<file path="src/rtl/btg_pkg.sv">
`timescale 1ns/1ps
package btg_pkg;
  localparam int FW = 16;
  typedef logic [FW-1:0] fword_t;

  typedef enum logic {ROW_CLOSED = 1'b0, ROW_OPEN = 1'b1} row_state_e;

  // shortest legal row-active time
  function automatic fword_t row_floor(fword_t rcd, fword_t cl, fword_t rtp);
    return rcd + cl + rtp;
  endfunction

  // raise a programmed value to a floor
  function automatic fword_t lift(fword_t val, fword_t floor_v);
    return (val < floor_v) ? floor_v : val;
  endfunction

  // elapsed cycles satisfy a requirement
  function automatic logic reached(fword_t elapsed, fword_t need);
    return elapsed >= need;
  endfunction
endpackage

</file>
<file path="src/rtl/btg_sat_cnt.sv">
`timescale 1ns/1ps
module btg_sat_cnt #(
  parameter int CW = 10
) (
  input  logic          clk,
  input  logic          rst,
  input  logic          restart,
  input  logic          preset,
  output logic [CW-1:0] cnt
);
  localparam logic [CW-1:0] TOP = {CW{1'b1}};
  localparam logic [CW-1:0] ONE = CW'(1);

  always_ff @(posedge clk) begin
    if (rst)              cnt <= TOP;
    else if (restart)     cnt <= ONE;
    else if (preset)      cnt <= TOP;
    else if (cnt != TOP)  cnt <= cnt + ONE;
  end

  // a saturated counter stays saturated until restarted
  p_sat_hold_r12: assert property (@(posedge clk) disable iff (rst)
    (cnt == TOP && !restart && !preset) |=> cnt == TOP);

  // below saturation the counter advances by exactly one
  p_step_r12: assert property (@(posedge clk) disable iff (rst)
    (cnt != TOP && !restart && !preset) |=> cnt == $past(cnt) + ONE);
endmodule

</file>
<file path="src/rtl/btg_cfg_latch.sv">
`timescale 1ns/1ps
module btg_cfg_latch
  import btg_pkg::*;
#(
  parameter int TW      = 8,
  parameter int MIN_RRD = 6,
  localparam int CW     = TW + 2
) (
  input  logic          clk,
  input  logic          rst,
  input  logic          load,
  input  logic          clr,
  input  logic [TW-1:0] cfg_trcd,
  input  logic [TW-1:0] cfg_tcl,
  input  logic [TW-1:0] cfg_trtp,
  input  logic [TW-1:0] cfg_tras,
  input  logic [TW-1:0] cfg_trrd,
  output logic [TW-1:0] trcd_q,
  output logic [TW-1:0] trtp_q,
  output logic [CW-1:0] tras_q,
  output logic [TW-1:0] trrd_q,
  output logic          clamp_flag
);
  logic [CW-1:0] tras_d;
  logic [TW-1:0] trrd_d;
  logic          raise_now;
  logic          clamp_hit;   // event wire: a raise is being captured

  always_comb begin
    tras_d    = CW'(lift(fword_t'(cfg_tras),
                         row_floor(fword_t'(cfg_trcd), fword_t'(cfg_tcl), fword_t'(cfg_trtp))));
    trrd_d    = TW'(lift(fword_t'(cfg_trrd), fword_t'(MIN_RRD)));
    raise_now = (tras_d != CW'(cfg_tras)) || (trrd_d != cfg_trrd);
    clamp_hit = load && raise_now;
  end

  always_ff @(posedge clk) begin
    if (rst) begin
      trcd_q <= '0;
      trtp_q <= '0;
      tras_q <= '0;
      trrd_q <= TW'(MIN_RRD);
    end else if (load) begin
      trcd_q <= cfg_trcd;
      trtp_q <= cfg_trtp;
      tras_q <= tras_d;
      trrd_q <= trrd_d;
    end
  end

  always_ff @(posedge clk) begin
    if (rst)            clamp_flag <= 1'b0;
    else if (clamp_hit) clamp_flag <= 1'b1;
    else if (clr)       clamp_flag <= 1'b0;
  end

  // thresholds frozen while not loading
  p_hold_r9: assert property (@(posedge clk) disable iff (rst)
    !load |=> ($stable(tras_q) && $stable(trrd_q) && $stable(trcd_q) && $stable(trtp_q)));

  // spacing in use never below the floor
  p_rrd_floor_r2: assert property (@(posedge clk) disable iff (rst)
    trrd_q >= TW'(MIN_RRD));

  // a captured raise always leaves the flag set
  p_flag_set_r3: assert property (@(posedge clk) disable iff (rst)
    clamp_hit |=> clamp_flag);
endmodule

</file>
<file path="src/rtl/bank_timing_guard.sv">
`timescale 1ns/1ps
module bank_timing_guard
  import btg_pkg::*;
#(
  parameter int TW      = 8,
  parameter int MIN_RRD = 6,
  parameter int BURST   = 4
) (
  input  logic          clk,
  input  logic          rst,
  input  logic          req_act,
  input  logic          req_rd,
  input  logic          req_pre,
  input  logic          clamp_clr,
  input  logic [TW-1:0] cfg_trcd,
  input  logic [TW-1:0] cfg_tcl,
  input  logic [TW-1:0] cfg_trtp,
  input  logic [TW-1:0] cfg_tras,
  input  logic [TW-1:0] cfg_trrd,
  output logic          gnt_act,
  output logic          gnt_rd,
  output logic          gnt_pre,
  output logic          err_pulse,
  output logic [TW+1:0] eff_tras,
  output logic [TW-1:0] eff_trrd,
  output logic          clamp_flag
);
  localparam int CW = TW + 2;

  row_state_e    row_q;
  logic          row_open;
  logic [TW-1:0] trcd_q, trtp_q;
  logic [CW-1:0] act_cnt, rd_cnt;

  // named events for the assertions
  logic sel_act, sel_rd, sel_pre;
  logic rcd_met, burst_met, ras_met, rtp_met, rrd_met;
  logic bad_cmd;

  assign row_open = (row_q == ROW_OPEN);

  btg_cfg_latch #(.TW(TW), .MIN_RRD(MIN_RRD)) u_cfg (
    .clk        (clk),
    .rst        (rst),
    .load       (!row_open),
    .clr        (clamp_clr),
    .cfg_trcd   (cfg_trcd),
    .cfg_tcl    (cfg_tcl),
    .cfg_trtp   (cfg_trtp),
    .cfg_tras   (cfg_tras),
    .cfg_trrd   (cfg_trrd),
    .trcd_q     (trcd_q),
    .trtp_q     (trtp_q),
    .tras_q     (eff_tras),
    .trrd_q     (eff_trrd),
    .clamp_flag (clamp_flag)
  );

  btg_sat_cnt #(.CW(CW)) u_act_cnt (
    .clk     (clk),
    .rst     (rst),
    .restart (gnt_act),
    .preset  (1'b0),
    .cnt     (act_cnt)
  );

  btg_sat_cnt #(.CW(CW)) u_rd_cnt (
    .clk     (clk),
    .rst     (rst),
    .restart (gnt_rd),
    .preset  (gnt_act),
    .cnt     (rd_cnt)
  );

  always_comb begin
    sel_pre   = req_pre;
    sel_rd    = req_rd  && !req_pre;
    sel_act   = req_act && !req_pre && !req_rd;

    rcd_met   = reached(fword_t'(act_cnt), fword_t'(trcd_q));
    burst_met = reached(fword_t'(rd_cnt),  fword_t'(BURST));
    ras_met   = reached(fword_t'(act_cnt), fword_t'(eff_tras));
    rtp_met   = reached(fword_t'(rd_cnt),  fword_t'(trtp_q));
    rrd_met   = reached(fword_t'(act_cnt), fword_t'(eff_trrd));

    gnt_pre   = sel_pre && row_open && ras_met && rtp_met;
    gnt_rd    = sel_rd  && row_open && rcd_met && burst_met;
    gnt_act   = sel_act && !row_open && rrd_met;

    bad_cmd   = !row_open && (req_rd || req_pre);
  end

  always_ff @(posedge clk) begin
    if (rst)          row_q <= ROW_CLOSED;
    else if (gnt_act) row_q <= ROW_OPEN;
    else if (gnt_pre) row_q <= ROW_CLOSED;
  end

  always_ff @(posedge clk) begin
    if (rst) err_pulse <= 1'b0;
    else     err_pulse <= bad_cmd;
  end

  // never more than one grant
  p_one_grant_r10: assert property (@(posedge clk) disable iff (rst)
    $onehot0({gnt_act, gnt_rd, gnt_pre}));

  // an activate opens the row
  p_act_opens_r7: assert property (@(posedge clk) disable iff (rst)
    gnt_act |=> row_open);

  // a precharge closes the row
  p_pre_closes_r6: assert property (@(posedge clk) disable iff (rst)
    gnt_pre |=> !row_open);

  // a read to a closed row raises the error next cycle
  p_err_closed_r8: assert property (@(posedge clk) disable iff (rst)
    (req_rd && !row_open) |=> err_pulse);

  // two reads are never in adjacent cycles
  p_rd_gap_r5: assert property (@(posedge clk) disable iff (rst)
    gnt_rd |=> !gnt_rd);

  // a read never follows its activate in the next cycle when trcd > 1
  p_rcd_r4: assert property (@(posedge clk) disable iff (rst)
    (gnt_act && trcd_q > TW'(1)) |=> !gnt_rd);

  // reset leaves the row closed and no error
  p_reset_r11: assert property (@(posedge clk)
    rst |=> (!row_open && !err_pulse));
endmodule

</file>
<file path="config.mk">
export PLATFORM = sky130hd
export DESIGN_NAME = bank_timing_guard
export DESIGN_NICKNAME = d
export VERILOG_FILES = /design/src/rtl/btg_pkg.sv /design/src/rtl/btg_sat_cnt.sv /design/src/rtl/btg_cfg_latch.sv /design/src/rtl/bank_timing_guard.sv
export SDC_FILE = /design/constraint.sdc
export NUM_CORES = 1
export LEC_CHECK = 0
export BUFFER_PORTS_ARGS = -buffer_cell sky130_fd_sc_hd__buf_4
export CAP_MARGIN = 20
export CORE_MARGIN = 5
export CORE_UTILIZATION = 55
export DETAILED_ROUTE_END_ITERATION = 10
export PLACE_DENSITY = 0.78
export SYNTH_ARGS = -nofsm -noshare
export SYNTH_HDL_FRONTEND = slang
export SYNTH_SLANG_ARGS = --single-unit
</file>
<file path="constraint.sdc">
create_clock -name clk -period 5.8 [get_ports clk]
set_clock_uncertainty 0.1 [all_clocks]
set_input_delay 0.87 -clock clk [delete_from_list [all_inputs] [get_ports clk]]
set_output_delay 0.87 -clock clk [all_outputs]
set_load 0.05 [all_outputs]
</file>
[Yosys cells after proc, flatten, opt, wreduce, memory -nomap -nowiden]
Index checks and enable logic that the tools add are counted.
Storage, ports and cells
  flip-flop bits (word level): 57
  bits of input ports: 46
  word-level logic and storage cells: 61
Operators by class
  add/subtract/negate cells: 4
  magnitude comparators: 7
  equality and inequality tests: 4
  multiplexer cells: 11
  reduce and logical (&&, ||, !) cells: 24
Operator list (count)
  2-to-1 mux 10 bit: 6
  >= comparator 10 x 8 -> 1 bit: 3
  adder 10 x 1 -> 10 bit (second input constant): 2
  inequality test 10 bit (second input constant): 2
  less-than comparator 8 x 16 -> 1 bit: 1
  logical AND 1 bit: 13
  adder 9 x 8 -> 10 bit: 1
  >= comparator 10 bit: 1
  >= comparator 10 x 3 -> 1 bit (second input constant): 1
  inequality test 10 x 8 -> 1 bit: 1
  adder 8 x 8 -> 9 bit: 1
  less-than comparator 8 x 3 -> 1 bit (second input constant): 1
  2-to-1 mux 8 bit: 1
  inequality test 8 bit: 1
  nonzero test 2 bit: 3
  2-to-1 mux 1 bit: 4
  zero test 1 bit: 3
  nonzero test 3 bit: 1
  OR reduction 3 bit: 1
  logical OR 1 bit: 2
  OR reduction 2 bit: 1

[Depth between registers and ports, before layout]
  depth in word-level cells: 8
  gate-level depth with buffers: 16
  mapped depth without buffers: 15

[Hierarchy]
A second synthesis with hierarchy kept.
Second synthesis, totals
  cell total of the unflattened synthesis: 480
  area, all modules: 4230.3 um^2
Modules (own cells, without submodules)
  btg_cfg_latch: times used 1, cells each 240, area an instance 2227.1 um^2, seq. area each 700.7 um^2
  btg_sat_cnt: times used 2, cells each 58, area an instance 536.8 um^2, seq. area each 200.2 um^2
  bank_timing_guard: times used 1, cells each 124, area an instance 929.6 um^2, seq. area each 40.0 um^2

[Least setup slack after synthesis]
No wires, ideal clock.
  path kind: input to register
  start point: in cfg_trcd[1]
  end point: reg u_cfg.tras_q[7]
  library setup time: 0.074 ns
  data arrival time: 4.292 ns
  data required time: 5.626 ns
  setup slack: 1.334 ns
  stages: 16
  buffers on the path: 1
  cells stage by stage: inv_1 -> fa_1 -> inv_1 -> ha_1 -> fa_1 -> nand3_1 -> nand2_1 -> a311oi_1 -> xor2_1 -> ha_1 -> and3_1 -> a221oi_1 -> a22oi_2 -> buf_6 -> or2_2 -> a31oi_1
Between the ends
  longest elaborated chain between the ends: 4
Ends and longest elaborated chain
  start: declaration: RTL line bank_timing_guard.sv:15  | input logic [TW-1:0] cfg_trcd,
  adder 8 x 8 -> 9 bit *: RTL line btg_pkg.sv:10  | return rcd + cl + rtp;
  adder 9 x 8 -> 10 bit *: RTL line btg_pkg.sv:10
  less-than comparator 8 x 16 -> 1 bit: RTL line btg_pkg.sv:15  | return (val < floor_v) ? floor_v : val;
  2-to-1 mux 10 bit *: RTL line btg_pkg.sv:15
  end signal: assignment: RTL line btg_cfg_latch.sv:46  | tras_q <= tras_d;
  end: declaration: RTL line btg_cfg_latch.sv:20  | output logic [CW-1:0] tras_q,
Every way passes the cells marked *; elsewhere a longest branch is shown, timed or not.
A chain may end at the register's enable or synchronous reset.

[Final worst setup path]
  start point: in cfg_trcd[1]
  end point: reg u_cfg.tras_q[6]
Same word-level chain as after synthesis.

==> results by group <==
Timing
  – Slew Viols, Final: 0
  – Fin Hold WS: between 0.3 and 0.4 ns
  – Worst Max-Slew Pin Slew: 0.9809 ns
  – Final worst slack: 1.218 ns
  – Fin crit period: 4.582 ns
  – Period utilization: 0.7900
  – Setup-failing EPs final: 0
  – Final hold violations: 0
  – Slew HR: 0.3400
  – RSZ-0062 raised after global routing: false
  – Fmax achieved: 218.2 MHz
  – Fin Setup TNS: 0 ns

Synthesis
  – Cells after Synth: 470
  – Number of synthesized flops with an enable pin: 0
  – Register area share after synthesis: 0.2813
  – Yosys warnings: 0
  – Asr flop ratio synth: 0
  – Mapped Area: 4056 um2
  – Post-synthesis register bit count: 57
  – Syn nets: around 580
  – Syn_area_per_cell: 8.631 um2
  – Synth cell types: 52
  – Predominant post-synthesis flop cell: dfxtp_1

Placement
  – Post-Place Worst Slack: 0.9309 ns
  – DP Wirelength: 8.188 mm
  – I/O Buffers: 68
  – Routability cong.: 0.8657

Finish
  – Final Util: 0.6665
  – Diode count: 0
  – Multi-input gate area: 2656 um2
  – Fillers: 619
  – Most frequent cells in the layout: buf_4 (69), dfxtp_1 (56), ha_1 (51)
  – # nets final: 637
  – Share of cells above drive strength 1: 0.1698
  – Commonest non-fill, non-tap cell in the layout: buf_4
  – Synthesis-to-finish area growth: 18.54%
  – Register Area: 1142 um2

Die
  – Core area: 7214 um2
  – Die height: 95.88 um
  – Die ar.: about 9200 um2
  – Initial Util: 0.5623
  – Row count: 31
  – Die Width: 95.88 um
  – Number of top-level pins: 69

Global route
  – First-pass GRT wire length: between 15 and 20 mm
  – GRT Util Overall: 0.2442
  – Number of global-route vias before repair: 3622
  – Initial antenna violation count: 0
  – Largest net degree at the start of global routing: 38
  – GRT overflow: 0

Clock network
  – CTS root buf: clkbuf_8
  – Resized cells post-CTS: 0
  – CTS Hold Bufs: 0
  – Post-CTS Setup Bufs: 0
  – CTS tree: yes
  – Max Buffers Root-to-Sink: 2
  – Clock tree sinks: 57
  – Clk pin slew, worst setup/hold paths: ~0.070 ns
  – Skew-Pair Late Insertion Delay: around 0.34 ns
  – Htree depth: 3
  – CTS Buf Count: 9

Routing
  – Drt total wl: between 10 and 15 mm
  – Antenna-violating nets left: 0
  – M1 WL: 4.670 mm
  – Top sig layer: met4
  – First-pass iteration count of the detailed router: 5
  – Via density: around 5.8
  – DRC errors left: 0
  – Met2 routed wirelength: 4.877 mm
  – Initial drt markers: 239
  – Vias: 3681
  – Metal3 WL: 744 um
  – WL per Instance: 16.56 um

Power and ir drop
  – Leak pwr: 2.149 nW
  – Pwr Total: 0.002010 W
  – Switching part of the total: 0.4372
  – Sequential Power Share: 0.312
  – PwrDens: 418.0 nW/um2
  – Int Pwr: 0.001131 W
  – Combinational power share: 0.502
  – Clock group share of total power: 0.186
  – Max VDD drop: 0.1858 mV
  – Switching power: 0.0008786 W

Critical path
  – WP data required: 5.92 ns
  – Setup crit end kind: flip-flop
  – Crit path arrival time: 4.70 ns
  – Critical Path Start Type: input pin
  – CP Class: input pin to flip-flop
  – Crit-path max FO: 12

Flow run
  – Max Cap Viol: 0

Worst hold path
  – Hold crit path type: flip-flop to flip-flop

Status
  – Status: finished clean
-- metal layers --
layer	vias to the layer above	track usage
met5	-	0
met4	0	0.09597
met3	18	0.04848
met2	147	0.4001
met1	1723	0.3154
li1	1793	-
-- synth_stat cells (all sizes together) (12+ instances only) --
| cell | instances | area [um2] |
|---|---|---|
| dfxtp | 57 | 1141 |
| ha | 51 | 638.1 |
| inv | 44 | 165.2 |
| nor2 | 44 | 165.2 |
| mux2i | 27 | 270.3 |
| o21ai | 27 | 135.1 |
| nand2 | 20 | 75.07 |
| a21oi | 17 | 85.08 |
| clkbuf | 17 | 63.81 |
| nand3 | 17 | 85.08 |
| xnor2 | 16 | 140.1 |
| nor3 | 12 | 60.06 |
-- cells by family after synthesis --
logic type	Yosys count	share of synthesized area
and+or+nand+nor	134	0.1622
AOI/OAI and AO/OA	101	0.1681
buffers and inverters	65	0.06385
adders and majority gates	60	0.2017
DFF	57	0.2813
muxes	27	0.06663
xor gates and xnor gates	26	0.05614
-- worst max-delay path, stage by stage --
cell and delay, ns:
buf_4 0.08, inv_1 0.05, fa_1 0.53, inv_1 0.04
ha_1 0.22, fa_1 0.41, nand3_1 0.11, nand2_1 0.14
a311oi_1 0.43, xor2_1 0.23, ha_1 0.27, and3_1 0.20
a221oi_1 0.37, a22oi_2 0.28, nor3b_1 0.21, a2111oi_0 0.26
-- power groups by stage --
stage	Sequential [W]	Combinational, W	Clock (W)
4_1_cts	0.000623	0.00101	0.000375
2_1_floorplan	0.000669	0.000697	0
6_report	0.000627	0.00101	0.000373
5_1_grt	0.000640	0.00114	0.000393
3_3_place_gp	0.000626	0.000952	0
3_5_place_dp	0.000631	0.000998	0
-- through the flow --
| step | area [um2] | std cells |
|---|---|---|
| after global placement | 4613 | 619 |
| after floorplan | 4056 | 470 |
| after detailed placement | 4613 | 619 |
| final | 4808 | 635 |
| after global routing | 4808 | 635 |
| after CTS | 4808 | 635 |
-- final timing paths --
path                          from                to  slack [ns]  cells past startpoint
setup / recovery       cfg_trcd[1]   u_cfg.tras_q[6]        1.22                     16
hold / removal    u_cfg.clamp_flag  u_cfg.clamp_flag        0.39                      2
setup reg to reg  u_act_cnt.cnt[0]   u_rd_cnt.cnt[4]        3.22                      8
hold reg to reg   u_cfg.clamp_flag  u_cfg.clamp_flag        0.39                      2
-- area by class of cell --
cell class	instances	area share
Multi-Input combinational cell	348	0.5524
Clock buffer	10	0.02862
Timing Repair Buffer	69	0.1077
Sequential cell	57	0.2376
Tap cell	99	0.02576
Clock inverter	6	0.01197
Inverter	46	0.03591
-- sequential cells by signal, indices dropped and copies added (netlist names) --
name / count
u_act_cnt.cnt: 10
u_cfg.tras_q: 10
u_rd_cnt.cnt: 10
u_cfg.trcd_q: 8
u_cfg.trrd_q: 8
u_cfg.trtp_q: 8
err_pulse: 1
row_open: 1
u_cfg.clamp_flag: 1
No activity file was read; power rests on OpenSTA's default activity.
